==> config.mk <==
export PLATFORM = sky130hd
export DESIGN_NAME = quantum_phase_ctrl
export DESIGN_NICKNAME = d
export VERILOG_FILES = /design/src/rtl/qpc_pkg.sv /design/src/rtl/qpc_wave_slot.sv /design/src/rtl/qpc_phase_fsm.sv /design/src/rtl/quantum_phase_ctrl.sv
export SDC_FILE = /design/constraint.sdc
export NUM_CORES = 1
export LEC_CHECK = 0
export BUFFER_PORTS_ARGS = -buffer_cell sky130_fd_sc_hd__buf_4
export CORE_ASPECT_RATIO = 2
export CORE_MARGIN = 10
export CORE_UTILIZATION = 30
export CTS_BUF_LIST = sky130_fd_sc_hd__clkbuf_4 sky130_fd_sc_hd__clkbuf_8
export DETAILED_ROUTE_END_ITERATION = 8
export SLEW_MARGIN = 20
export SYNTH_ARGS = -nofsm -noshare
export SYNTH_HDL_FRONTEND = slang
export SYNTH_SLANG_ARGS = --single-unit
==> constraint.sdc <==
create_clock -name clk -period 5.5 [get_ports clk]
set_input_delay 0.275 -clock clk [delete_from_list [all_inputs] [get_ports clk]]
set_output_delay 0.275 -clock clk [all_outputs]
set_load 0.02 [all_outputs]
==> src/rtl/qpc_pkg.sv <==
package qpc_pkg;

  typedef enum logic [1:0] {
    PH_PARALLEL = 2'd0,
    PH_COMMIT   = 2'd1,
    PH_SERIAL   = 2'd2,
    PH_IDLE     = 2'd3
  } phase_e;

  typedef enum logic [1:0] {
    STOP_COUNT   = 2'd0,
    STOP_BARRIER = 2'd1,
    STOP_SYNC    = 2'd2
  } stop_why_e;

  // Compute unit that owns a wavefront slot.
  function automatic int unsigned unit_of(int unsigned wf, int unsigned per_unit);
    return wf / per_unit;
  endfunction

  // True once the retired count has used up the quantum.
  function automatic logic budget_spent(int unsigned retired, int unsigned budget);
    return retired >= budget;
  endfunction

endpackage

==> src/rtl/qpc_wave_slot.sv <==
module qpc_wave_slot
  import qpc_pkg::*;
#(
  parameter int QW = 16
) (
  input  logic          clk,
  input  logic          rst_n,
  input  logic          in_parallel,
  input  logic          resume,
  input  logic [QW-1:0] quantum_size,
  input  logic          ev_retire,
  input  logic          ev_atomic,
  input  logic          ev_fence,
  input  logic          ev_barrier,
  input  logic          ev_done,
  output logic          par_run,
  output logic          stopped,
  output logic          finished,
  output logic          at_barrier,
  output logic          holds_sync
);

  logic [QW-1:0] retired_q;
  stop_why_e     why_q;
  logic          hit_budget;

  assign par_run    = in_parallel && !stopped && !finished;
  assign at_barrier = stopped && (why_q == STOP_BARRIER);
  assign holds_sync = stopped && (why_q == STOP_SYNC);
  assign hit_budget = budget_spent(32'(retired_q) + 32'd1, 32'(quantum_size));

  always_ff @(posedge clk) begin
    if (!rst_n) begin
      retired_q <= '0;
      why_q     <= STOP_COUNT;
      stopped   <= 1'b0;
      finished  <= 1'b0;
    end else if (resume) begin
      retired_q <= '0;
      stopped   <= 1'b0;
    end else if (par_run) begin
      if (ev_done) begin
        finished <= 1'b1;
      end else if (ev_atomic || ev_fence) begin
        stopped <= 1'b1;
        why_q   <= STOP_SYNC;
      end else if (ev_barrier) begin
        stopped <= 1'b1;
        why_q   <= STOP_BARRIER;
      end else if (ev_retire) begin
        retired_q <= retired_q + QW'(1);
        if (hit_budget) begin
          stopped <= 1'b1;
          why_q   <= STOP_COUNT;
        end
      end
    end
  end

  a_r5_finished_sticky: assert property (@(posedge clk) disable iff (!rst_n)
    finished |=> finished);

  a_r10_parked_holds: assert property (@(posedge clk) disable iff (!rst_n)
    (stopped && !resume) |=> (stopped && $stable(why_q) && $stable(retired_q)));

  a_r12_done_first: assert property (@(posedge clk) disable iff (!rst_n)
    (par_run && ev_done) |=> (finished && !stopped));

  a_r9_fresh_count: assert property (@(posedge clk) disable iff (!rst_n)
    resume |=> (!stopped && retired_q == '0));

endmodule

==> src/rtl/qpc_phase_fsm.sv <==
module qpc_phase_fsm
  import qpc_pkg::*;
#(
  parameter int NUM_CU = 2,
  localparam int CUW   = (NUM_CU > 1) ? $clog2(NUM_CU) : 1
) (
  input  logic           clk,
  input  logic           rst_n,
  input  logic           all_parked,
  input  logic           all_finished,
  input  logic           need_serial,
  input  logic           commit_ack,
  input  logic           serial_ack,
  output phase_e         phase,
  output logic [CUW-1:0] turn,
  output logic           resume
);

  localparam logic [CUW-1:0] LAST_TURN = CUW'(NUM_CU - 1);

  logic skip_serial;
  logic last_turn_done;

  assign skip_serial    = (phase == PH_COMMIT) && commit_ack && !need_serial;
  assign last_turn_done = (phase == PH_SERIAL) && serial_ack && (turn == LAST_TURN);
  assign resume         = skip_serial || last_turn_done;

  always_ff @(posedge clk) begin
    if (!rst_n) begin
      phase <= PH_PARALLEL;
      turn  <= '0;
    end else begin
      unique case (phase)
        PH_PARALLEL: if (all_parked) phase <= all_finished ? PH_IDLE : PH_COMMIT;
        PH_COMMIT: if (commit_ack) begin
          phase <= need_serial ? PH_SERIAL : PH_PARALLEL;
          turn  <= '0;
        end
        PH_SERIAL: if (serial_ack) begin
          if (turn == LAST_TURN) begin
            phase <= PH_PARALLEL;
            turn  <= '0;
          end else begin
            turn <= turn + CUW'(1);
          end
        end
        PH_IDLE: phase <= PH_IDLE;
        default: phase <= PH_PARALLEL;
      endcase
    end
  end

  a_r6_enter_commit: assert property (@(posedge clk) disable iff (!rst_n)
    (phase == PH_PARALLEL && all_parked && !all_finished) |=> (phase == PH_COMMIT));

  a_r10_commit_waits: assert property (@(posedge clk) disable iff (!rst_n)
    (phase == PH_COMMIT && !commit_ack) |=> (phase == PH_COMMIT));

  a_r7_skip_serial: assert property (@(posedge clk) disable iff (!rst_n)
    (phase == PH_COMMIT && commit_ack && !need_serial) |=> (phase == PH_PARALLEL));

  a_r8_turn_ascends: assert property (@(posedge clk) disable iff (!rst_n)
    (phase == PH_SERIAL && serial_ack && turn != LAST_TURN)
      |=> (phase == PH_SERIAL && turn == $past(turn) + CUW'(1)));

  a_r11_idle_holds: assert property (@(posedge clk) disable iff (!rst_n)
    (phase == PH_IDLE) |=> (phase == PH_IDLE));

endmodule

==> src/rtl/quantum_phase_ctrl.sv <==
module quantum_phase_ctrl
  import qpc_pkg::*;
#(
  parameter int NUM_WF  = 8,
  parameter int NUM_CU  = 2,
  parameter int QW      = 16,
  localparam int CUW    = (NUM_CU > 1) ? $clog2(NUM_CU) : 1,
  localparam int WF_PER_CU = NUM_WF / NUM_CU
) (
  input  logic              clk,
  input  logic              rst_n,
  input  logic [QW-1:0]     quantum_size,
  input  logic [NUM_WF-1:0] ev_retire,
  input  logic [NUM_WF-1:0] ev_atomic,
  input  logic [NUM_WF-1:0] ev_fence,
  input  logic [NUM_WF-1:0] ev_barrier,
  input  logic [NUM_WF-1:0] ev_done,
  input  logic              commit_ack,
  input  logic              serial_ack,
  output logic [NUM_WF-1:0] run_en,
  output logic [1:0]        mode,
  output logic [CUW-1:0]    serial_cu,
  output logic              kernel_done
);

  phase_e            phase;
  logic              resume;
  logic [NUM_WF-1:0] par_run;
  logic [NUM_WF-1:0] stopped;
  logic [NUM_WF-1:0] finished;
  logic [NUM_WF-1:0] at_barrier;
  logic [NUM_WF-1:0] holds_sync;
  logic [NUM_WF-1:0] serial_run;
  logic              all_parked;
  logic              all_finished;
  logic              need_serial;

  // Named events consumed by the phase sequencer.
  assign all_parked   = &(stopped | finished);
  assign all_finished = &finished;
  assign need_serial  = |(stopped & ~at_barrier);

  for (genvar w = 0; w < NUM_WF; w++) begin : g_slot
    localparam int UNIT = unit_of(w, WF_PER_CU);

    qpc_wave_slot #(.QW(QW)) u_slot (
      .clk         (clk),
      .rst_n       (rst_n),
      .in_parallel (phase == PH_PARALLEL),
      .resume      (resume),
      .quantum_size(quantum_size),
      .ev_retire   (ev_retire[w]),
      .ev_atomic   (ev_atomic[w]),
      .ev_fence    (ev_fence[w]),
      .ev_barrier  (ev_barrier[w]),
      .ev_done     (ev_done[w]),
      .par_run     (par_run[w]),
      .stopped     (stopped[w]),
      .finished    (finished[w]),
      .at_barrier  (at_barrier[w]),
      .holds_sync  (holds_sync[w])
    );

    assign serial_run[w] = (phase == PH_SERIAL) && (serial_cu == CUW'(UNIT)) && holds_sync[w];
  end

  qpc_phase_fsm #(.NUM_CU(NUM_CU)) u_fsm (
    .clk         (clk),
    .rst_n       (rst_n),
    .all_parked  (all_parked),
    .all_finished(all_finished),
    .need_serial (need_serial),
    .commit_ack  (commit_ack),
    .serial_ack  (serial_ack),
    .phase       (phase),
    .turn        (serial_cu),
    .resume      (resume)
  );

  assign run_en      = par_run | serial_run;
  assign mode        = phase;
  assign kernel_done = (phase == PH_IDLE);

  a_r6_quiet_outside_run: assert property (@(posedge clk) disable iff (!rst_n)
    (phase == PH_COMMIT || phase == PH_IDLE) |-> (run_en == '0));

  a_r5_finished_never_runs: assert property (@(posedge clk) disable iff (!rst_n)
    (run_en & finished) == '0);

  a_r11_idle_all_done: assert property (@(posedge clk) disable iff (!rst_n)
    (phase == PH_IDLE) |-> all_finished);

endmodule

==> impl_metrics.ini <==
[grt]
grt_pass1_vias = 10491
grt.overflow.total = 0
grtUsageTotal = 0.144
grt_pass1_wl_um = 54600
grt_max_degree = 137
antenna_found_initial = 1

[routing]
ant_nets = 0
drtIter0Drc = 557
first_pass_iters = 5
avgViaCountPerCell = 5.09
met1_length_um = 12900
dr_wl_met2_um = 17700
wirelength_um = 34400
vias = 10262
wire_per_inst_um = 17.1
dr.max_layer_used = met4
wl_met3_um = 1550
drc_errors = 0

[placement]
dp_hpwl_um = 26100
gp_congestion = 0.869
port_buffers = 71

[clocking]
hold_buffers = 0
cts_buffers = 17
worstSkewPairLatency_ns = 0.51
clockBufferDepth = 2
clock-root-buffer = clkbuf_8
post_cts_buffers = 0
clk_pin_slew_ns = 0.10
ctsResizeCount = 0
cts.sinks = 163
cts.htree.levels = 4
cts_tree = done

[critical_path]
crit_fanout = 5
path_buf_inv = 0
crit_type = reg2reg
cp-end-kind = flip-flop
path_cells = ha_1 -> and4_1 -> and4_1 -> and3_1 -> nand3_1 -> xnor2_1 -> ha_1 -> nand4_1 -> or2_0 -> or4_1 -> a31oi_1 -> a21oi_1 -> a311oi_1
crit_path_start_kind = flip-flop
worst_ep_required_time_ns = 5.90
rrSetupSlack_ns = 1.79
crit_arrival_ns = 4.11
path_delay_family = simple AND/OR/NAND/NOR gates
slowest_stage = or4_1
max_stage_delay_ns = 0.52

[timing]
rsz0062_at_grt = false
worstMarginPinSlew_ns = 0.946
finalSetupTns_ns = 0
setup_viol = 0
max_freq_ghz = 0.270
finalHoldViolCount = 0
fin_skew_ns = 0.0190
drv_slew = 0
maxSlewHeadroom = 0.369
period_needed_ns = 3.71
finalCritPeriodShare = 0.674

[run_status]
status = complete, no violations

[die]
fp-row-count = 101
ios = 72
initial_core_util = 0.305
dieArea_mm2 = 0.0474
die_w_um = 159
coreArea_mm2 = 0.0380
die_height_um = 298

[finish]
nets = 1686
layout_common_cells = 188 x nor2_1, 163 x dfxtp_1, 140 x ha_1
final_common_cell = nor2_1
drive_gt1_frac = 0.0847
area_delta_synth_final_pct = 13.3

[synth]
yosysTopAreaCellShare = 0.282
syn_avg_cell_area_um2 = 8.10
ys.flop_type = dfxtp_1
ys_types = 60
syn_area_mm2 = 0.0116
syn_nets = 1631
ys_warn_count = 0
synth.ff_latch_count = 163
synth_seq_area_share = 0.282
async_reset_ff_frac = 0
synth_area_leaders = dfxtp_1 28%, ha_1 15%, xor2_1 8.8%
syn_inst = 1431
synth_area_leader_cell = dfxtp_1
synth-edff-count = 0

[run]
max-cap-violations = 0

[pwr]
p_leak_nw = 5.60
peakVddDrop_v = 0.000177
total_power_mw = 3.17
p_per_area_mw_per_mm2 = 242

[worst_hold_path]
hold_class = in2reg
## worst min-delay path, delay by kind of cell
family                 cells  cell delay, ns
AND/OR/NAND/NOR            1            0.06
multiplexers               1            0.06
buffers and inverters      1            0.13
## power breakdown
| part | internal [mW] | switching, mW |
|---|---|---|
| combinational | 0.289 | 0.516 |
| clock | 0.565 | 0.484 |
| sequential | 1.24 | 0.0765 |
## metal layers
metal,GRT usage,up-vias
met5,0,-
met4,0.101,0
met3,0.0316,91
met2,0.263,213
met1,0.141,4824
li1,-,5134
## sequential cells by signal, indices dropped and copies added (netlist names)
signal / count
g_slot.u_slot.finished: 8
g_slot.u_slot.why_q: 16
g_slot.u_slot.retired_q: 128
u_fsm.turn: 1
g_slot.u_slot.stopped: 8
u_fsm.phase: 2
## worst paths after layout
check	from	endpoint	depth (start not counted)
worst max register to register	g_slot[4].u_slot.retired_q[0]$_SDFFE_PP0P_	g_slot[4].u_slot.why_q[1]$_SDFFE_PN0P_	13
worst min register to register	g_slot[1].u_slot.why_q[0]$_SDFFE_PN0P_	g_slot[1].u_slot.why_q[0]$_SDFFE_PN0P_	2
worst max-delay path	g_slot[4].u_slot.retired_q[0]$_SDFFE_PP0P_	g_slot[4].u_slot.why_q[1]$_SDFFE_PN0P_	13
worst min-delay path	ev_barrier[3]	g_slot[3].u_slot.why_q[0]$_SDFFE_PN0P_	3
## Yosys cell counts, types with 6 or more instances
| cell | number |
|---|---|
| xnor2_1 | 93 |
| a211oi_1 | 8 |
| inv_1 | 46 |
| ha_1 | 140 |
| and3_1 | 33 |
| a21oi_1 | 79 |
| a311oi_1 | 7 |
| xor2_1 | 116 |
| a21o_1 | 14 |
| nor2_1 | 188 |
| nand4_1 | 46 |
| nand3_1 | 86 |
| mux2i_1 | 12 |
| nor3_1 | 32 |
| or3_1 | 25 |
| nand2_1 | 139 |
| o21ai_0 | 56 |
| clkbuf_1 | 31 |
| o211ai_1 | 6 |
| o41ai_1 | 7 |
| buf_2 | 9 |
| dfxtp_1 | 163 |
| nand2b_1 | 19 |
## final cells by class
cell class,count,area [um^2]
Clock inverter,12,204
Multi-Input combinational cell,1182,8010
Timing Repair Buffer,76,571
Clock buffer,20,263
Antenna cell,1,2.50
Tap cell,515,644
Fill cell,3977,24900
Sequential cell,163,3260
Inverter,46,173
## metrics by stage
stage	area [um^2]	util	setup WS, ns	hold slack (ns)	instances
floorplan	11600	-	2.15	0.426	1431
global placement	12700	0.333	1.92	0.450	1982
detailed placement	12700	0.333	1.86	0.457	1982
CTS	13100	0.345	1.82	0.0220	2014
global route	13100	0.345	1.47	0.0362	2015
finish	13100	0.345	1.79	0.0526	2015
## logic make-up after synthesis
logic type / share of synthesized area
multiplexers: 0.0104
XOR/XNOR: 0.158
flip-flops: 0.282
adder cells (fa/ha/maj): 0.151
AO/OA/AOI/OAI: 0.113
AND/OR/NAND/NOR: 0.258
buffers and inverters: 0.0288
No activity file was read; power rests on OpenSTA's default activity.
